[src/rtl/cfgi2c_pkg.sv]
package cfgi2c_pkg;

    localparam int unsigned BYTE_W = 8;

    typedef enum logic [2:0] {
        PH_IDLE,
        PH_RX,
        PH_RX_ACK,
        PH_TX,
        PH_TX_ACK
    } phase_e;

    typedef struct packed {
        logic start;
        logic stop;
        logic rise;
        logic fall;
        logic sda;
    } bus_ev_t;

    function automatic int idx_width(int n);
        return (n > 1) ? $clog2(n) : 1;
    endfunction

    function automatic logic [BYTE_W-1:0] reset_value(int idx);
        return (idx == 0) ? 8'h00 : 8'hFF;
    endfunction

endpackage

[src/rtl/cfgi2c_bus_sync.sv]
module cfgi2c_bus_sync
    import cfgi2c_pkg::*;
#(
    parameter int STAGES = 2
) (
    input  logic    clk,
    input  logic    rst,
    input  logic    scl_i,
    input  logic    sda_i,
    output bus_ev_t ev,
    output logic    scl_level
);
    logic [STAGES-1:0] scl_pipe;
    logic [STAGES-1:0] sda_pipe;
    logic              scl_d;
    logic              sda_d;
    logic              scl_s;
    logic              sda_s;

    always_ff @(posedge clk) begin
        if (rst) begin
            scl_pipe <= '1;
            sda_pipe <= '1;
            scl_d    <= 1'b1;
            sda_d    <= 1'b1;
        end else begin
            scl_pipe <= {scl_pipe[STAGES-2:0], scl_i};
            sda_pipe <= {sda_pipe[STAGES-2:0], sda_i};
            scl_d    <= scl_s;
            sda_d    <= sda_s;
        end
    end

    assign scl_s = scl_pipe[STAGES-1];
    assign sda_s = sda_pipe[STAGES-1];

    always_comb begin
        ev.start  = scl_s & scl_d & sda_d & ~sda_s;
        ev.stop   = scl_s & scl_d & ~sda_d & sda_s;
        ev.rise   = scl_s & ~scl_d;
        ev.fall   = ~scl_s & scl_d;
        ev.sda    = sda_s;
        scl_level = scl_s;
    end
endmodule

[src/rtl/cfgi2c_regbank.sv]
module cfgi2c_regbank
    import cfgi2c_pkg::*;
#(
    parameter int NREG = 6,
    localparam int IDX_W = idx_width(NREG)
) (
    input  logic                     clk,
    input  logic                     rst,
    input  logic                     wr_en,
    input  logic [IDX_W-1:0]         wr_idx,
    input  logic [BYTE_W-1:0]        wr_data,
    output logic [NREG*BYTE_W-1:0]   regs_flat
);
    for (genvar g = 0; g < NREG; g++) begin : g_reg
        logic [BYTE_W-1:0] val;
        always_ff @(posedge clk) begin
            if (rst) begin
                val <= reset_value(g);
            end else if (wr_en && (wr_idx == IDX_W'(g))) begin
                val <= wr_data;
            end
        end
        assign regs_flat[g*BYTE_W +: BYTE_W] = val;
    end
endmodule

[src/rtl/cfgi2c_proto.sv]
module cfgi2c_proto
    import cfgi2c_pkg::*;
#(
    parameter int         NREG     = 6,
    parameter logic [6:0] DEV_ADDR = 7'h69,
    localparam int IDX_W = idx_width(NREG),
    localparam int CNT_W = $clog2(NREG + 3) + 1
) (
    input  logic                   clk,
    input  logic                   rst,
    input  bus_ev_t                ev,
    input  logic [NREG*BYTE_W-1:0] regs_flat,
    output logic                   sda_oe,
    output logic                   wr_en,
    output logic [IDX_W-1:0]       wr_idx,
    output logic [BYTE_W-1:0]      wr_data
);
    phase_e            ph;
    logic [BYTE_W-1:0] shreg;
    logic [BYTE_W-1:0] tx_sh;
    logic [BYTE_W-1:0] tx_next;
    logic [3:0]        bitcnt;
    logic [CNT_W-1:0]  bcnt;
    logic [CNT_W-1:0]  data_pos;
    logic [CNT_W-1:0]  rd_pos;
    logic [CNT_W-1:0]  bcnt_inc;
    logic              is_addr;
    logic              rd_mode;
    logic              mnack;

    assign data_pos = bcnt - CNT_W'(2);
    assign rd_pos   = bcnt - CNT_W'(1);
    assign bcnt_inc = (bcnt == '1) ? bcnt : bcnt + 1'b1;

    always_comb begin
        tx_next = '0;
        if (bcnt == '0) begin
            tx_next = BYTE_W'(NREG);
        end else begin
            for (int i = 0; i < NREG; i++) begin
                if (rd_pos == CNT_W'(i)) tx_next = regs_flat[i*BYTE_W +: BYTE_W];
            end
        end
    end

    always_ff @(posedge clk) begin
        if (rst) begin
            ph      <= PH_IDLE;
            shreg   <= '0;
            tx_sh   <= '0;
            bitcnt  <= '0;
            bcnt    <= '0;
            is_addr <= 1'b0;
            rd_mode <= 1'b0;
            mnack   <= 1'b0;
            sda_oe  <= 1'b0;
            wr_en   <= 1'b0;
            wr_idx  <= '0;
            wr_data <= '0;
        end else begin
            wr_en <= 1'b0;
            if (ev.start) begin
                ph      <= PH_RX;
                bitcnt  <= '0;
                bcnt    <= '0;
                is_addr <= 1'b1;
                sda_oe  <= 1'b0;
            end else if (ev.stop) begin
                ph     <= PH_IDLE;
                sda_oe <= 1'b0;
            end else begin
                unique case (ph)
                    PH_RX: begin
                        if (ev.rise && bitcnt < 4'd8) begin
                            shreg  <= {shreg[BYTE_W-2:0], ev.sda};
                            bitcnt <= bitcnt + 4'd1;
                        end else if (ev.fall && bitcnt == 4'd8) begin
                            if (is_addr) begin
                                if (shreg[7:1] == DEV_ADDR) begin
                                    rd_mode <= shreg[0];
                                    sda_oe  <= 1'b1;
                                    ph      <= PH_RX_ACK;
                                end else begin
                                    ph <= PH_IDLE;
                                end
                            end else begin
                                sda_oe <= 1'b1;
                                ph     <= PH_RX_ACK;
                                if (bcnt >= CNT_W'(2) && data_pos < CNT_W'(NREG)) begin
                                    wr_en   <= 1'b1;
                                    wr_idx  <= data_pos[IDX_W-1:0];
                                    wr_data <= shreg;
                                end
                                bcnt <= bcnt_inc;
                            end
                        end
                    end
                    PH_RX_ACK: begin
                        if (ev.fall) begin
                            bitcnt  <= '0;
                            is_addr <= 1'b0;
                            if (is_addr && rd_mode) begin
                                ph     <= PH_TX;
                                tx_sh  <= tx_next;
                                sda_oe <= ~tx_next[7];
                                bcnt   <= bcnt_inc;
                            end else begin
                                ph     <= PH_RX;
                                sda_oe <= 1'b0;
                            end
                        end
                    end
                    PH_TX: begin
                        if (ev.fall) begin
                            if (bitcnt == 4'd7) begin
                                ph     <= PH_TX_ACK;
                                sda_oe <= 1'b0;
                            end else begin
                                tx_sh  <= {tx_sh[BYTE_W-2:0], 1'b0};
                                sda_oe <= ~tx_sh[6];
                                bitcnt <= bitcnt + 4'd1;
                            end
                        end
                    end
                    PH_TX_ACK: begin
                        if (ev.rise) begin
                            mnack <= ev.sda;
                        end else if (ev.fall) begin
                            if (mnack) begin
                                ph <= PH_IDLE;
                            end else begin
                                ph     <= PH_TX;
                                bitcnt <= '0;
                                tx_sh  <= tx_next;
                                sda_oe <= ~tx_next[7];
                                bcnt   <= bcnt_inc;
                            end
                        end
                    end
                    default: ;
                endcase
            end
        end
    end
endmodule

[src/rtl/cfg_i2c_slave.sv]
module cfg_i2c_slave
    import cfgi2c_pkg::*;
#(
    parameter int         NREG        = 6,
    parameter logic [6:0] DEV_ADDR    = 7'h69,
    parameter int         SYNC_STAGES = 2,
    localparam int IDX_W = idx_width(NREG)
) (
    input  logic                   clk,
    input  logic                   rst,
    input  logic                   scl_i,
    input  logic                   sda_i,
    output logic                   sda_oe,
    output logic [NREG*BYTE_W-1:0] cfg_q
);
    bus_ev_t           bev;
    logic              scl_seen;
    logic              start_seen;
    logic              wr_en;
    logic [IDX_W-1:0]  wr_idx;
    logic [BYTE_W-1:0] wr_data;

    cfgi2c_bus_sync #(.STAGES(SYNC_STAGES)) u_sync (
        .clk       (clk),
        .rst       (rst),
        .scl_i     (scl_i),
        .sda_i     (sda_i),
        .ev        (bev),
        .scl_level (scl_seen)
    );

    assign start_seen = bev.start;

    cfgi2c_proto #(.NREG(NREG), .DEV_ADDR(DEV_ADDR)) u_proto (
        .clk       (clk),
        .rst       (rst),
        .ev        (bev),
        .regs_flat (cfg_q),
        .sda_oe    (sda_oe),
        .wr_en     (wr_en),
        .wr_idx    (wr_idx),
        .wr_data   (wr_data)
    );

    cfgi2c_regbank #(.NREG(NREG)) u_regs (
        .clk       (clk),
        .rst       (rst),
        .wr_en     (wr_en),
        .wr_idx    (wr_idx),
        .wr_data   (wr_data),
        .regs_flat (cfg_q)
    );
endmodule

[config.mk]
export PLATFORM = sky130hd
export DESIGN_NAME = cfg_i2c_slave
export DESIGN_NICKNAME = d
export VERILOG_FILES = /design/src/rtl/cfgi2c_pkg.sv /design/src/rtl/cfgi2c_bus_sync.sv /design/src/rtl/cfgi2c_regbank.sv /design/src/rtl/cfgi2c_proto.sv /design/src/rtl/cfg_i2c_slave.sv
export SDC_FILE = /design/constraint.sdc
export NUM_CORES = 1
export LEC_CHECK = 0
export CORE_MARGIN = 3
export CORE_UTILIZATION = 51
export DETAILED_ROUTE_END_ITERATION = 10
export PLACE_DENSITY_LB_ADDON = 0.25
export SLEW_MARGIN = 10
export SYNTH_ARGS = -nofsm -noshare
export SYNTH_HDL_FRONTEND = slang
export SYNTH_SLANG_ARGS = --single-unit
export TNS_END_PERCENT = 50
[constraint.sdc]
create_clock -name clk -period 2.48 [get_ports clk]
set_clock_uncertainty 0.15 [all_clocks]
set_input_delay 0.248 -clock clk [delete_from_list [all_inputs] [get_ports clk]]
set_output_delay 0.248 -clock clk [all_outputs]
set_load 0.02 [all_outputs]
==> summary.txt <==
STA
  • Fin. Hold Viols: 0
  • Pins Over Slew Limit: 0
  • RSZ-0062 raised after global routing: yes
  • Slew HR: between 40% and 50%
  • Period minus WS final: around 2400 ps
  • Final WS setup: between 100 and 150 ps
  • Final period utilization: between 90% and 100%
  • Hold slack: approximately 270 ps
  • Slew at the pin closest to its max-slew limit: approximately 860 ps
  • Max Freq: 420.7 MHz
  • Final setup vio count: 0

Pwr
  • Sw Pwr: around 640 uW
  • Clock network fraction of total power: approximately two fifths
  • Sequential power share: roughly 56%
  • Leak: ~2.3 nW
  • Internal: ~2.2 mW
  • Combinational Power Share: about 3.1%
  • Pwr dens: between 400 and 500 nW/um2
  • Sw Ratio: 22.82%
  • Max VDD drop: 0.2919 mV

Global route
  • First-pass GRT wire length: about 23000 um
  • GRT met3 Usage: 5.047%
  • Met1 Use GR: roughly two fifths
  • Initial antenna violation count: 0
  • GRT Max-Usage Layer: met2
  • Met2 usage: between 40% and 50%
  • Largest net degree at the start of global routing: 47
  • Grt total ovfl: 0
  • Vias in the first global route: around 4200
  • GR Util All Layers: about a quarter

Synth
  • Post-synthesis mux area share: under 10%
  • Syn_nets: just over 600
  • Syn. warnings: 0
  • Synth Flop Type: dfxtp_1
  • Count of different cell masters after synthesis: between 60 and 70
  • Seq/Total Area, Yosys: 39.92%
  • Synth top area share: between 30 and 40%
  • Post-synthesis compound-gate area fraction: between 15 and 20%
  • Top cells by count, synth: nand2_1 (114), dfxtp_1 (97), nor2_1 (58)
  • Async S/R FF share, synth: 0%
  • Largest family of logic cells by synthesized area: simple AND/OR/NAND/NOR gates
  • Syn Inst Count: around 600
  • Seq cells post-synth: between 90 and 100
  • Yosys top cell by area: dfxtp_1
  • Mean Syn Cell Area: 8.121 um2
  • Synth Area in Simple Gates: a little under a third
  • Post-Synth XOR/XNOR Area: under 10%
  • Synth Cell Area: 4865 um2
  • Area contributors post-synth: dfxtp_1 (40%), nand2_1 (8.8%), nand3b_1 (5.6%)
  • Count leader, synth: nand2_1
  • Post-synth EDFFs: 0
  • Synth Area in Adders: about 3.3%

Floorplan
  • DIE AREA: approximately 11000 um2
  • Die height: about 100 um
  • Core area: slightly above 9000 um2
  • Chip width: around 100 um
  • IO Count: 53
  • Initial Utilization: between 50% and 60%
  • Number of core rows: 35

Drt
  • Vias: ~4700
  • WL final: 14480 um
  • First drt pass iteration count: 7
  • Vias per cell: 5.852
  • WL/cell: approximately 18 um
  • Post-route antenna net violation count: 0
  • DRC viols: 0
  • Drt initial violations: about 320

Worst setup path
  • Critical-path cell list: inv_1, ha_1, a21boi_4, xnor2_1, nor2_1, o211ai_1, a21oi_1, o41ai_1
  • Worst Reg2Reg Path Length in Cells: 8
  • CP max stage delay: roughly 440 ps
  • Startpoint types: register
  • Crit path max-delay cell type: xnor2_1
  • Critical R2R Launch: u_proto.bcnt[1]
  • Buf/Inv on CP: 1
  • Capturing point of the worst reg2reg path: u_proto.sda_oe
  • Crit Path Max Fanout: 6
  • Required time of the worst setup path: approximately 2600 ps
  • Critical path arrival: between 2000 and 2500 ps
  • Critical setup path kind: reg -> reg
  • Top Family by Delay on Critical Path: compound AO/OA/AOI/OAI gates
  • Crit end category: register
  • Flop-to-flop setup slack: slightly above 100 ps

CTS
  • Root buffer cell: clkbuf_8
  • CTS buffer count: 9
  • Clock Pin Slew Worst Setup and Hold Paths: 100 ps
  • Skew-Pair Late Insertion Delay: roughly 370 ps
  • Post-cts hold buffer count: 0
  • H-tree Lvls: 3
  • Clk sink count: 97
  • Maximum clock path buffer count: 2
  • CTS tree: built

Placement
  • I/O Buffers: 52
  • Dpl ws: ~22 ps
  • RePlAce Congestion: around 0.95
  • DP HPWL: around 11000 um

Final layout
  • Nets@finish: 677
  • Share of cells above drive strength 1: between 10% and 20%
  • Register area: 1942 um2
  • Multi-input gate area: approximately 2800 um2
  • Inserted Diodes: 0
  • Layout area overhead: 22.38%
  • FILL cells: 804

Hold path
  • Hold Crit Class: reg -> reg
  • Worst Hold Depth: 1
  • Worst hold path endpoint: u_sync.scl_pipe[1]
  • HP Start: u_sync.scl_pipe[0]

Outcome
  • Status: finished clean

Run
  • Max cap viols: 0
## timing repair
action / CTS / global route
resized for setup: 0 / 14
setup endpoints to repair: 0 / 6
setup buffers: 0 / 3
## worst reg2reg max path: stages (launching register included)
cell	delay, ps
dfxtp_1	330
inv_1	90
ha_1	250
a21boi_4	170
xnor2_1	440
nor2_1	230
o211ai_1	170
a21oi_1	110
o41ai_1	350
## state kept, by name, indices dropped and copies added (netlist names), 2 cells and up
register	count
u_proto.bcnt	5
u_proto.bitcnt	4
u_proto.ph	3
u_proto.shreg	8
u_proto.tx_sh	7
u_proto.wr_data	8
u_proto.wr_idx	3
u_regs.g.val	48
u_sync.scl_pipe	2
u_sync.sda_pipe	2
## layer usage
layer,vias to the layer above,share of wire [%]
met3,22,8.0
met1,2190,45
met2,202,45
met5,-,0
met4,0,1.5
li1,2238,-
## final cells by class
class                      instances  share of cell area [%]
sequential                        97                   32.62
multi-input combinational        455                   47.60
clock inverter                     7                   1.660
inverter                          18                   1.135
clock buffer                       9                   2.081
timing repair buffer              80                   12.19
tap                              129                   2.711
## power by group through the flow
stage | clock network (mW) | logic (mW) | registers (mW)
6_report | 1.16 | 0.0866 | 1.57
3_5_place_dp | 0 | 0.0849 | 1.61
3_3_place_gp | 0 | 0.0838 | 1.61
4_1_cts | 1.18 | 0.0852 | 1.57
2_1_floorplan | 0 | 0.0578 | 1.61
5_1_grt | 1.25 | 0.0948 | 1.57
## metrics by stage
stage | total power [mW] | setup TNS, ps | util (%) | cells | instance area, um2
after floorplan | 1.664 | 0 | - | 599 | 4865
after global placement | 1.690 | 0 | 60.68 | 776 | 5607
after detailed placement | 1.691 | 0 | 60.68 | 776 | 5607
after CTS | 2.840 | 0 | 63.09 | 792 | 5829
after global routing | 2.915 | -97.87 | 64.43 | 795 | 5953
final | 2.819 | 0 | 64.43 | 795 | 5953
## how the worst max path moves through the flow
| stage | slack (ps) | cells past startpoint | start | end |
|---|---|---|---|---|
| final | 100 | 8 | u_proto.bcnt[1] | u_proto.sda_oe |
| after global routing | -50 | 8 | u_proto.bcnt[1] | u_proto.sda_oe |
| after CTS | 8 | 8 | u_proto.bcnt[0] | u_proto.tx_sh[5] |
| after detailed placement | 20 | 8 | u_proto.bcnt[0] | u_proto.tx_sh[5] |
| after global placement | 190 | 8 | u_proto.bcnt[1] | u_proto.tx_sh[2] |
| after floorplan | 170 | 9 | u_proto.bcnt[2] | u_proto.tx_sh[2] |
## cell families after synthesis
kind of cell,count (synthesis)
multiplexers,15
AND/OR/NAND/NOR,296
flip-flops,97
adder cells (fa/ha/maj),13
AO/OA/AOI/OAI,123
XOR/XNOR,8
buffers and inverters,47
## placed cells by master (no fill, tap or decap), types with 4 or more instances in the layout
master           count
o21ai_1              4
nor4_1               7
and3_1               4
nand3_1             18
mux2i_1             15
a211oi_1             8
o2111ai_1            5
nand3b_1            36
ha_1                12
a21oi_1             46
nand2b_1             6
xnor2_1              4
a211o_1              9
o21ai_0              8
clkdlybuf4s50_1     51
nor2_1              57
nand2_1            114
a221oi_1             6
inv_1               15
nor2b_1             13
dfxtp_1             97
o22ai_1              4
or2_2               10
nor3_1               9
buf_4               28
clkbuf_8             9
Note: power is estimated with default switching activity, not from simulation.
